===== src/rtl/xse_pkg.sv =====
package xse_pkg;
  typedef enum logic [2:0] {
    ST_IDLE = 3'd0,
    ST_DESC = 3'd1,
    ST_SRC  = 3'd2,
    ST_DST  = 3'd3,
    ST_WBK  = 3'd4,
    ST_FIN  = 3'd5
  } xse_state_e;

  // mode byte bit positions
  localparam int unsigned MB_DIR    = 0;
  localparam int unsigned MB_WORD   = 1;
  localparam int unsigned MB_IOINC  = 2;
  localparam int unsigned MB_BUFINC = 3;
  localparam int unsigned MODE_W    = 4;

  // termination codes
  localparam logic [1:0] TS_MORE = 2'b00;
  localparam logic [1:0] TS_ZERO = 2'b01;
  localparam logic [1:0] TS_STOP = 2'b11;

  localparam int unsigned DESC_BYTES = 8;
  localparam int unsigned IDX_W      = $clog2(DESC_BYTES);
  localparam int unsigned WB_FIRST   = 2;   // first descriptor byte written back
endpackage


===== src/rtl/xse_rst_sync.sv =====
module xse_rst_sync (
  input  logic clk,
  input  logic rst_n,
  output logic rst_sync_n
);
  logic s0_q, s1_q;

  always_ff @(posedge clk or negedge rst_n) begin
    if (!rst_n) begin
      s0_q <= 1'b0;
      s1_q <= 1'b0;
    end else begin
      s0_q <= 1'b1;
      s1_q <= s0_q;
    end
  end

  assign rst_sync_n = s1_q;
endmodule


===== src/rtl/xse_fsm.sv =====
module xse_fsm
  import xse_pkg::*;
(
  input  logic             clk,
  input  logic             rst_n,
  input  logic             start_i,
  input  logic             stop_i,
  input  logic             word_i,
  output xse_state_e       state_o,
  output logic [IDX_W-1:0] idx_o,
  output logic             stopped_o
);
  localparam logic [IDX_W-1:0] LAST_IDX = IDX_W'(DESC_BYTES - 1);
  localparam logic [IDX_W-1:0] WB_IDX   = IDX_W'(WB_FIRST);
  localparam logic [IDX_W-1:0] ONE      = IDX_W'(1);

  xse_state_e       state_q, state_d;
  logic [IDX_W-1:0] idx_q, idx_d;
  logic             stop_q, stop_d;
  logic             last_item;

  assign last_item = word_i ? (idx_q == ONE) : (idx_q == '0);

  always_comb begin
    state_d = state_q;
    idx_d   = idx_q;
    stop_d  = stop_q;
    unique case (state_q)
      ST_IDLE: begin
        if (start_i) begin
          idx_d   = '0;
          stop_d  = stop_i;
          state_d = stop_i ? ST_FIN : ST_DESC;
        end
      end
      ST_DESC: begin
        idx_d = idx_q + ONE;
        if (idx_q == LAST_IDX) begin
          idx_d   = '0;
          state_d = ST_SRC;
        end
      end
      ST_SRC: begin
        idx_d = idx_q + ONE;
        if (last_item) begin
          idx_d   = '0;
          state_d = ST_DST;
        end
      end
      ST_DST: begin
        idx_d = idx_q + ONE;
        if (last_item) begin
          idx_d   = WB_IDX;
          state_d = ST_WBK;
        end
      end
      ST_WBK: begin
        idx_d = idx_q + ONE;
        if (idx_q == LAST_IDX) begin
          idx_d   = '0;
          state_d = ST_FIN;
        end
      end
      ST_FIN:  state_d = ST_IDLE;
      default: state_d = ST_IDLE;
    endcase
  end

  always_ff @(posedge clk or negedge rst_n) begin
    if (!rst_n) begin
      state_q <= ST_IDLE;
      idx_q   <= '0;
      stop_q  <= 1'b0;
    end else begin
      state_q <= state_d;
      idx_q   <= idx_d;
      stop_q  <= stop_d;
    end
  end

  assign state_o   = state_q;
  assign idx_o     = idx_q;
  assign stopped_o = stop_q;
endmodule


===== src/rtl/xse_desc_regs.sv =====
module xse_desc_regs
  import xse_pkg::*;
#(
  parameter int unsigned ADDR_W = 16
) (
  input  logic              clk,
  input  logic              rst_n,
  input  logic              desc_en_i,
  input  logic              item_en_i,
  input  logic [IDX_W-1:0]  idx_i,
  input  logic [7:0]        rdata_i,
  output logic [MODE_W-1:0] mode_o,
  output logic [ADDR_W-1:0] io_addr_o,
  output logic [ADDR_W-1:0] buf_addr_o,
  output logic [15:0]       item_o,
  output logic [15:0]       count_next_o,
  output logic [ADDR_W-1:0] io_next_o,
  output logic [ADDR_W-1:0] buf_next_o
);
  logic [MODE_W-1:0] mode_q;
  logic [15:0]       count_q;
  logic [ADDR_W-1:0] io_q, buf_q;
  logic [15:0]       item_q;
  logic [ADDR_W-1:0] step;

  always_ff @(posedge clk or negedge rst_n) begin
    if (!rst_n) begin
      mode_q  <= '0;
      count_q <= '0;
      io_q    <= '0;
      buf_q   <= '0;
    end else if (desc_en_i) begin
      unique case (idx_i)
        3'd0:    mode_q        <= rdata_i[MODE_W-1:0];
        3'd2:    count_q[7:0]  <= rdata_i;
        3'd3:    count_q[15:8] <= rdata_i;
        3'd4:    io_q[7:0]     <= rdata_i;
        3'd5:    io_q[15:8]    <= rdata_i;
        3'd6:    buf_q[7:0]    <= rdata_i;
        3'd7:    buf_q[15:8]   <= rdata_i;
        default: ;
      endcase
    end
  end

  always_ff @(posedge clk or negedge rst_n) begin
    if (!rst_n) begin
      item_q <= '0;
    end else if (item_en_i) begin
      if (idx_i[0]) item_q[15:8] <= rdata_i;
      else          item_q[7:0]  <= rdata_i;
    end
  end

  assign step         = mode_q[MB_WORD] ? ADDR_W'(2) : ADDR_W'(1);
  assign count_next_o = count_q - 16'd1;
  assign io_next_o    = mode_q[MB_IOINC]  ? io_q + step  : io_q;
  assign buf_next_o   = mode_q[MB_BUFINC] ? buf_q + step : buf_q;

  assign mode_o     = mode_q;
  assign io_addr_o  = io_q;
  assign buf_addr_o = buf_q;
  assign item_o     = item_q;
endmodule


===== src/rtl/xse_bus_drv.sv =====
module xse_bus_drv
  import xse_pkg::*;
#(
  parameter int unsigned      ADDR_W    = 16,
  parameter int unsigned      CHAN_W    = 4,
  parameter logic [ADDR_W-1:0] DESC_BASE = 16'h0100
) (
  input  xse_state_e        state_i,
  input  logic [IDX_W-1:0]  idx_i,
  input  logic [CHAN_W-1:0] chan_i,
  input  logic [MODE_W-1:0] mode_i,
  input  logic [ADDR_W-1:0] io_addr_i,
  input  logic [ADDR_W-1:0] buf_addr_i,
  input  logic [15:0]       item_i,
  input  logic [15:0]       count_next_i,
  input  logic [ADDR_W-1:0] io_next_i,
  input  logic [ADDR_W-1:0] buf_next_i,
  output logic              mem_re_o,
  output logic              mem_we_o,
  output logic [ADDR_W-1:0] mem_addr_o,
  output logic [7:0]        mem_wdata_o
);
  logic [ADDR_W-1:0] desc_base, src_base, dst_base, off;
  logic [7:0]        wb_byte;

  assign desc_base = DESC_BASE + ADDR_W'({chan_i, {IDX_W{1'b0}}});
  assign src_base  = mode_i[MB_DIR] ? buf_addr_i : io_addr_i;
  assign dst_base  = mode_i[MB_DIR] ? io_addr_i  : buf_addr_i;
  assign off       = ADDR_W'(idx_i);

  always_comb begin
    unique case (idx_i)
      3'd2:    wb_byte = count_next_i[7:0];
      3'd3:    wb_byte = count_next_i[15:8];
      3'd4:    wb_byte = io_next_i[7:0];
      3'd5:    wb_byte = io_next_i[15:8];
      3'd6:    wb_byte = buf_next_i[7:0];
      3'd7:    wb_byte = buf_next_i[15:8];
      default: wb_byte = 8'h00;
    endcase
  end

  always_comb begin
    mem_re_o    = 1'b0;
    mem_we_o    = 1'b0;
    mem_addr_o  = '0;
    mem_wdata_o = 8'h00;
    unique case (state_i)
      ST_DESC: begin
        mem_re_o   = 1'b1;
        mem_addr_o = desc_base + off;
      end
      ST_SRC: begin
        mem_re_o   = 1'b1;
        mem_addr_o = src_base + off;
      end
      ST_DST: begin
        mem_we_o    = 1'b1;
        mem_addr_o  = dst_base + off;
        mem_wdata_o = idx_i[0] ? item_i[15:8] : item_i[7:0];
      end
      ST_WBK: begin
        mem_we_o    = 1'b1;
        mem_addr_o  = desc_base + off;
        mem_wdata_o = wb_byte;
      end
      default: ;
    endcase
  end
endmodule


===== src/rtl/xse_engine.sv =====
module xse_engine
  import xse_pkg::*;
#(
  parameter int unsigned       ADDR_W    = 16,
  parameter int unsigned       CHAN_W    = 4,
  parameter logic [ADDR_W-1:0] DESC_BASE = 16'h0100
) (
  input  logic              clk,
  input  logic              rst_n,
  input  logic              req_valid,
  input  logic              req_enable,
  input  logic [CHAN_W-1:0] req_chan,
  input  logic              periph_stop,
  output logic              req_ack,
  output logic              cpu_hold,
  output logic              mem_re,
  output logic              mem_we,
  output logic [ADDR_W-1:0] mem_addr,
  output logic [7:0]        mem_wdata,
  input  logic [7:0]        mem_rdata,
  output logic              term_valid,
  output logic [1:0]        term_status,
  output logic [CHAN_W-1:0] term_chan,
  output logic              cpu_irq
);
  logic              rst_sync_n;
  xse_state_e        state;
  logic [IDX_W-1:0]  idx;
  logic              stopped;
  logic              accept;
  logic [CHAN_W-1:0] chan_q;
  logic [MODE_W-1:0] mode;
  logic [ADDR_W-1:0] io_addr, buf_addr, io_next, buf_next;
  logic [15:0]       item, count_next;

  xse_rst_sync u_rst (
    .clk        (clk),
    .rst_n      (rst_n),
    .rst_sync_n (rst_sync_n)
  );

  assign accept = rst_sync_n && (state == ST_IDLE) && req_valid && req_enable;

  always_ff @(posedge clk or negedge rst_sync_n) begin
    if (!rst_sync_n)  chan_q <= '0;
    else if (accept)  chan_q <= req_chan;
  end

  xse_fsm u_fsm (
    .clk       (clk),
    .rst_n     (rst_sync_n),
    .start_i   (accept),
    .stop_i    (periph_stop),
    .word_i    (mode[MB_WORD]),
    .state_o   (state),
    .idx_o     (idx),
    .stopped_o (stopped)
  );

  xse_desc_regs #(.ADDR_W(ADDR_W)) u_regs (
    .clk          (clk),
    .rst_n        (rst_sync_n),
    .desc_en_i    (state == ST_DESC),
    .item_en_i    (state == ST_SRC),
    .idx_i        (idx),
    .rdata_i      (mem_rdata),
    .mode_o       (mode),
    .io_addr_o    (io_addr),
    .buf_addr_o   (buf_addr),
    .item_o       (item),
    .count_next_o (count_next),
    .io_next_o    (io_next),
    .buf_next_o   (buf_next)
  );

  xse_bus_drv #(
    .ADDR_W    (ADDR_W),
    .CHAN_W    (CHAN_W),
    .DESC_BASE (DESC_BASE)
  ) u_bus (
    .state_i      (state),
    .idx_i        (idx),
    .chan_i       (chan_q),
    .mode_i       (mode),
    .io_addr_i    (io_addr),
    .buf_addr_i   (buf_addr),
    .item_i       (item),
    .count_next_i (count_next),
    .io_next_i    (io_next),
    .buf_next_i   (buf_next),
    .mem_re_o     (mem_re),
    .mem_we_o     (mem_we),
    .mem_addr_o   (mem_addr),
    .mem_wdata_o  (mem_wdata)
  );

  assign req_ack     = accept;
  assign cpu_hold    = (state != ST_IDLE);
  assign term_valid  = (state == ST_FIN);
  assign term_status = stopped ? TS_STOP : ((count_next == 16'd0) ? TS_ZERO : TS_MORE);
  assign term_chan   = chan_q;
  assign cpu_irq     = term_valid && (term_status != TS_MORE);
endmodule


===== config.mk =====
export PLATFORM = sky130hd
export DESIGN_NAME = xse_engine
export DESIGN_NICKNAME = d
export VERILOG_FILES = /design/src/rtl/xse_pkg.sv /design/src/rtl/xse_rst_sync.sv /design/src/rtl/xse_fsm.sv /design/src/rtl/xse_desc_regs.sv /design/src/rtl/xse_bus_drv.sv /design/src/rtl/xse_engine.sv
export SDC_FILE = /design/constraint.sdc
export NUM_CORES = 1
export LEC_CHECK = 0
export BUFFER_PORTS_ARGS = -buffer_cell sky130_fd_sc_hd__buf_2
export CORE_MARGIN = 2
export CORE_UTILIZATION = 50
export DETAILED_ROUTE_END_ITERATION = 8
export PLACE_DENSITY_LB_ADDON = 0.12
export SLEW_MARGIN = 20
export SYNTH_ARGS = -nofsm -noshare
export SYNTH_HDL_FRONTEND = slang
export SYNTH_SLANG_ARGS = --single-unit

===== constraint.sdc =====
create_clock -name clk -period 7.3 [get_ports clk]
set_input_delay 0.73 -clock clk [delete_from_list [all_inputs] [get_ports clk]]
set_output_delay 0.73 -clock clk [all_outputs]
set_load 0.005 [all_outputs]

* Yosys cells after proc, flatten, opt, wreduce, memory -nomap -nowiden
Cells that the tools add are included.
** Storage, ports and cells
- Register bits after elaboration :: 81
- Input bits :: 17
- Output and inout bits :: 36
** Cells by class
- $add $sub $neg :: 8
- Equality and inequality tests :: 17
- Muxes and demuxes :: 26
- Bitwise logic cells :: 1
- Reductions and logical operators :: 25
** Operators with widths (count)
- 16-bit 2-to-1 mux :: 4
- 16-bit by 3-bit adder with 16-bit output :: 3
- 16-bit case mux with 3 select lines :: 1
- 8-bit case mux with 6 select lines :: 1
- 16-bit adder :: 2
- 3-bit 2-to-1 mux :: 10
- 2-bit AND reduction :: 11
- 3-bit equality test, second input constant :: 6
- 16-bit zero test :: 1
- 8-bit case mux with 2 select lines :: 1
- 16-bit by 1-bit subtractor with 16-bit output, second input constant :: 1
- 3-bit case mux with 5 select lines :: 1
- 3-bit by 2-bit equality test with 1-bit output, second input constant :: 4
- 3-bit case mux with 4 select lines :: 1
- 9-bit by 7-bit adder with 10-bit output, first input constant :: 1
- 8-bit 2-to-1 mux :: 1
- 2-bit != test, second input constant :: 4
- 3-bit by 1-bit equality test with 1-bit output, second input constant :: 2
- 3-bit zero test :: 2
- 2-bit OR reduction :: 3
- 5-bit AND reduction :: 1
- 1-bit logical AND :: 4
- 1-bit 2-to-1 mux :: 4
- 2-bit 2-to-1 mux :: 2
- 6 further kinds :: 6

* Logic depth before layout (Yosys ltp)
Gate-level depths: netlist of the first run.
- Depth after elaboration :: 6
- Gate-level depth with buffers :: 15

* Modules after synthesis
Synthesis of the first run repeated with hierarchy kept, for this count alone.
** Second synthesis, totals
- Cell total of the unflattened synthesis :: 553
- Area total of the unflattened synthesis :: 5856.9 um2
** By module, submodules not included
- xse_desc_regs :: instances 1, cells an instance 285, area each 3464.6 um2, seq. area each 1701.6 um2
- xse_bus_drv :: instances 1, cells an instance 191, area each 1547.7 um2, seq. area each 0.0 um2
- xse_fsm :: instances 1, cells an instance 53, area each 508.0 um2, seq. area each 175.2 um2
- xse_engine :: instances 1, cells an instance 21, area each 282.8 um2, seq. area each 100.1 um2
- xse_rst_sync :: instances 1, cells an instance 3, area each 53.8 um2, seq. area each 50.0 um2

* Worst setup path before layout of the first run
OpenSTA, ideal clock, no wires.
- Path kind :: reg2out
- Start :: register u_fsm.state_q[2], in the netlist u_fsm.state_o[2]
- End :: output port mem_addr[4]
- Arrival :: 2.838 ns
- Data required time :: 6.570 ns
- Setup slack :: 3.732 ns
- Stages on the path, launching flop included :: 16
- Path through :: dfrtp_1 > buf_4 > nand3b_4 > xor2_4 > buf_6 > buf_2 > mux2_1 > ha_1 > inv_1 > fa_1 > inv_1 > a21o_1 > inv_1 > nor2_1 > xor2_1 > o31ai_1
** On the way
- Cells in the longest elaborated chain, start to end :: 3
- Elaborated cells between the ends (all ways) :: 6
- Those cells by class :: eq/ne: 4; mux: 1; reduce/logical: 1
** Ends and longest elaborated chain
- start: declaration :: RTL line xse_fsm.sv:17 : xse_state_e state_q, state_d;
- start signal: assignment :: RTL line xse_fsm.sv:75 : state_q <= state_d;
- 3-bit by 1-bit equality test with 1-bit output / 3-bit equality test (equally long branches) :: RTL line xse_bus_drv.sv:48 : unique case (state_i)
- 2-bit OR reduction (no line)
- 16-bit case mux with 3 select lines (*) :: RTL line xse_bus_drv.sv:48
- end: declaration :: RTL line xse_engine.sv:18 : output logic [ADDR_W-1:0] mem_addr,
Mark *: on every way between the ends. The rest lies on a longest branch, timed or not.

* Worst setup path after layout of the first run
- Start :: register u_fsm.state_q[2], in the netlist u_fsm.state_o[2]
- End :: output port mem_addr[8]
The elaborated chain is that of the path after synthesis.

==> results of run 1 <==
-- layout make-up --
class	instances	share of cell area, %
Tap cell	143	2.76
Timing Repair Buffer	54	4.56
Multi-Input combinational cell	455	54.7
Sequential cell	81	31.4
Inverter	22	1.28
Clock buffer	10	3.54
Clock inverter	6	1.80
-- final timing paths --
check | startpoint | endpoint | slack, ns
max | u_fsm.state_o[2] | mem_addr[8] | 2.63
min | rst_n | u_rst.rst_sync_n | 0.15
max reg2reg | u_fsm.idx_o[0] | u_regs.buf_addr_o[6] | 4.49
min reg2reg | u_rst.rst_sync_n | u_regs.item_o[13] | 0.26
max in group asynchronous | u_rst.rst_sync_n | u_regs.buf_addr_o[6] | 6.02
min in group clk | u_rst.s0_q | u_rst.rst_sync_n | 0.36
-- metal layers --
metal  share of wire, %  GRT usage, %  up-vias
li1                   -             -     2210
met1                 47          39.1     2354
met2                 45          41.6      162
met3                5.7          5.23       34
met4                3.1          10.4        0
met5                  0             0        -
-- cells in the final DEF, fill, tap and decap left out, drive strengths merged, types with 11 or more instances in the layout --
cell    n
buf    54
mux2   72
nand4  13
nand3  16
dfrtp  81
o21ai  17
nor3   14
inv    20
nor2   43
xnor2  31
mux2i  24
ha     15
nand2  60
xor2   21
nor4   11
-- report_power, final --
part           switching (uW)  total (uW)  internal [uW]
Clock                     190         526            336
Sequential                388        1040            656
Combinational             689        1320            631
Total                    1270        2890           1620
-- state kept, by name, summed over array words and instances (netlist names) --
register	flops
u_fsm.idx_o	3
u_fsm.state_o	3
u_regs.buf_addr_o	16
u_rst.rst_sync_n	1
u_regs.count_q	16
u_regs.mode_o	4
u_fsm.stopped_o	1
u_rst.s0_q	1
term_chan	4
u_regs.io_addr_o	16
u_regs.item_o	16
-- cell families (layout without fill, tap and decap cells) --
| group | Yosys count | in the layout | synth area share (%) |
|---|---|---|---|
| adder cells (fa/ha/maj) | 18 | 18 | 4.27 |
| XOR/XNOR | 52 | 52 | 8.31 |
| AO/OA/AOI/OAI | 96 | 96 | 12.1 |
| AND/OR/NAND/NOR | 192 | 192 | 18.2 |
| multiplexers | 96 | 96 | 18.1 |
| flip-flops | 81 | 81 | 35.0 |
| other | 1 | 1 | 0.0647 |
| buffers and inverters | 52 | 92 | 4.03 |
-- metrics by stage --
| stage | util [%] | hold slack, ns | worst slack, ns | cell area, um2 | total power [uW] |
|---|---|---|---|---|---|
| after floorplan | - | 0.331 | 3.73 | 5800 | 1960 |
| after global placement | 53.6 | 0.271 | 2.75 | 6100 | 2310 |
| after detailed placement | 53.6 | 0.285 | 2.59 | 6100 | 2330 |
| after CTS | 56.7 | 0.136 | 2.18 | 6440 | 2870 |
| after global routing | 56.9 | 0.137 | 2.36 | 6470 | 3100 |
| final | 56.9 | 0.149 | 2.63 | 6470 | 2890 |
==> impl_metrics.ini, run 1 <==
[clocking]
cts_max_level = 3
worstSkewPairLatency_ns = 0.35
cts_tree = yes
path_clk_slew_ns = 0.06
cts.path.max_buffers = 2
cts_resized = 0
root_buffer = clkbuf_16
post_cts_buffers = 0
cts_buffers = 9
clock_sinks = 81
hold_buffers = 0

[worst_setup_path]
critPathKind = reg -> out
end_kind = primary output
path_buf_inv = 2
reg2reg_depth = 5
worstSetupStartpointType = flop
critical_path.max_stage_delay_ns = 0.79
cp_cell_sequence = nand3b_4, xor2_4, buf_16, mux2_1, ha_1, a21o_1, a31oi_1, a211o_1, o21ai_1, buf_2
critPathArrivalTime_ns = 3.94
cp.depth = 10
required_ns = 6.57
cpMaxStageDelayCell = dfrtp_1
crit_family = compound AO/OA/AOI/OAI gates
crit_fanout = 24

[cells_and_area]
seqCellArea_mm2 = 0.00203
fillCellCount = 1028
fin_nets = 658
drive_gt1_share_pct = 25.6
antenna_cells = 0
fin_cells = 771
syn2layout_area_growth_pct = 11.6
multi_input_area_mm2 = 0.00354

[route]
drc = 0
vias_per_cell = 6.17
dr.pass1.iters = 4
num_vias = 4760
wire_per_inst_um = 21.2
drtIter0Drc = 377
wirelength_mm = 16.3
ant_nets = 0

[power_and_ir_drop]
ir_drop_mv = 0.205
power.density_mw_per_mm2 = 447
p_leak_uw = 0.00285

[synth]
async_flop_share_pct = 100
synth_top_area_share_pct = 35.0
synth_edf_count = 0
yosysMostFrequentCell = dfrtp_1
syn_nets = 623
synth_cell_types = 72
netlist_top_cells_area = dfrtp_1 35%, mux2_2 13%, xnor2_1 4.7%
synth_cells = 588
ys_warn_count = 0
syn_area_mm2 = 0.00580
synth_top_area_cell = dfrtp_1
avgSynthCellArea_um2 = 9.86
synthTopCellsByCount = 81 x dfrtp_1, 69 x mux2_2, 60 x nand2_1
ys_seq_area_share_pct = 35.0
synth-seq-cells = 81
synth_flop_cell = dfrtp_1

[timing]
maxSlewHeadroom_pct = 41.1
finalSetupTns_ns = 0
skew_ns = 0.00631
finalCriticalPeriod_ns = 4.67
finalCritPeriodShare_pct = 63.9
tightestPinTransition_ns = 0.884
setup_violations = 0
final-hold-violation-count = 0
max_freq_mhz = 214
maxSlewViolCount = 0
rsz0062_at_grt = no

[grt]
grt_usage_pct = 27.4
grt_remaining_overflow = 0
antenna_found_initial = 0
grt_pass1_wl_mm = 26.6
grt_pass1_vias = 4843
grt_start_max_net_pins = 50

[die]
floorplan.io_pins = 53
die_y_um = 112
rows = 39
start_util_pct = 51.0
core_area_mm2 = 0.0114
dieWidth_um = 112
die_area_mm2 = 0.0125

[place]
globalplace.congestion = 0.980
dpl.hpwl_mm = 12.2
port_buffers = 52
dp.cells = 754

[status]
status = complete, no violations

[job]
cap_violations = 0

[min_path]
hp-class = in -> async
Power figures use the tool's default switching activity.
==> inputs of run 2 (changes only) <==
Clock period 7.3 ns to 4.4 ns, I/O delays scaled along.
==> impl_metrics.ini, run 2 (synthesized netlist as in run 1, its figures left out) <==
[timing]
max_freq_mhz = 260
setup_violations = 0
maxSlewHeadroom_pct = 42.4
finalCriticalPeriod_ns = 3.85
rsz0062_at_grt = no
maxSlewViolCount = 0
fin_ws_ns = 0.553
finalSetupTns_ns = 0
final-hold-violation-count = 0
tightestPinTransition_ns = 0.859
finalCritPeriodShare_pct = 87.4
skew_ns = 0.00594

[grt]
grt_util_met3_pct = 5.61
grt_pass1_wl_mm = 26.4
busiest_layer = met2
grt_pass1_vias = 4654
grt_start_max_net_pins = 45
use_met2_pct = 40.9
grt_remaining_overflow = 0
antenna_found_initial = 0
grt_util_met1_pct = 39.5
grt_usage_pct = 27.4

[worst_setup_path]
worstSetupStartpointType = flop
path_buf_inv = 3
crit_family = compound AO/OA/AOI/OAI gates
crit_start = u_fsm.state_o[0]
path_common_cell = inv_1
timing.rr.start = u_fsm.idx_o[2]
cp_cell_sequence = nand3b_4, xor2_4, mux2_1, ha_1, inv_1, fa_1, inv_1, a21o_1, a31oi_1, a211o_1, o21ai_1, buf_2
required_ns = 3.96
critPathArrivalTime_ns = 3.41
critical_path.max_stage_delay_ns = 0.69
critPathKind = reg -> out
crit_fanout = 13
end_kind = primary output
cpMaxStageDelayCell = dfrtp_1

[place]
pre_cts_ws_ns = 0.961
dpl.hpwl_mm = 12.2
globalplace.congestion = 0.967
port_buffers = 52

[clocking]
cts_tree = yes
post_cts_buffers = 0
root_buffer = clkbuf_16
clock_sinks = 81
cts_max_level = 3
path_clk_slew_ns = 0.06
worstSkewPairLatency_ns = 0.35
cts.path.max_buffers = 2
cts_resized = 0
cts_buffers = 9

[status]
status = complete, no violations

[route]
dr.pass1.iters = 5
wirelength_mm = 16.6
num_vias = 4772
wire_per_inst_um = 21.3
drtIter0Drc = 397
vias_per_cell = 6.15
ant_nets = 0
drc = 0

[cells_and_area]
layout_common_cells = 80 x dfrtp_1, 69 x mux2_2, 60 x nand2_1
fin_util_pct = 56.9
antenna_cells = 0
fin_nets = 663
drive_gt1_share_pct = 26.1
syn2layout_area_growth_pct = 11.5
layout_commonest_cell = dfrtp_1
fillCellCount = 1023

[power_and_ir_drop]
ir_drop_mv = 0.340
power_uw = 4750
p_leak_uw = 0.00285
power.density_mw_per_mm2 = 734

[die]
die_area_mm2 = 0.0125
die_y_um = 112
dieWidth_um = 112
floorplan.io_pins = 53
rows = 39
start_util_pct = 51.0
core_area_mm2 = 0.0114

[min_path]
hp-start = req_chan[3]
hp-class = in -> reg

[job]
cap_violations = 0
==> run 2: path summary, 6_finish.rpt <==
kind	to	slack [ns]	depth (start not counted)
min reg2reg	u_regs.item_o[1]	0.30	0
min in group asynchronous	u_regs.item_o[1]	0.30	0
max in group asynchronous	u_regs.buf_addr_o[0]	3.14	1
min	term_chan[3]	0.28	3
max	mem_addr[8]	0.55	12
max reg2reg	u_regs.count_q[8]	1.88	5
==> run 2: cell type report <==
class	instances	area [um2]	area share (%)
clock inverter	5	80.1	1.24
sequential	81	2030	31.4
tap	143	179	2.77
clock buffer	11	243	3.75
timing repair buffer	59	315	4.87
multi-input combinational	455	3540	54.7
inverter	22	82.6	1.28
==> run 2: what timing repair did <==
item                                    CTS  global route
hold buffers                              1             0
hold endpoints to repair                  2             0
endpoints found under the setup margin    0             0
==> run 2: worst min-delay path: stages <==
cell,delay (ns)
buf_2,0.07
nand2_1,0.04
nand2_1,0.05
==> run 2: stage by stage <==
| step | instance area, um2 | cells | hold WS [ns] |
|---|---|---|---|
| final | 6470 | 776 | 0.281 |
| after detailed placement | 6140 | 759 | 0.228 |
| after floorplan | 5800 | 588 | 0.144 |
| after global routing | 6470 | 776 | 0.288 |
| after global placement | 6140 | 759 | 0.226 |
| after CTS | 6470 | 776 | 0.275 |
==> run 2: power by group <==
| part | internal (uW) | switching (uW) | leakage, uW |
|---|---|---|---|
| registers | 1090 | 593 | 0.00102 |
| clock network | 511 | 310 | 0.000152 |
| logic | 1040 | 1200 | 0.00168 |
| total | 2640 | 2110 | 0.00285 |
==> run 2: per-layer routing <==
metal	share of wire [%]	vias up
met5	0	-
met4	2.6	0
met3	5.7	25
met2	45	167
met1	46	2366
li1	-	2214
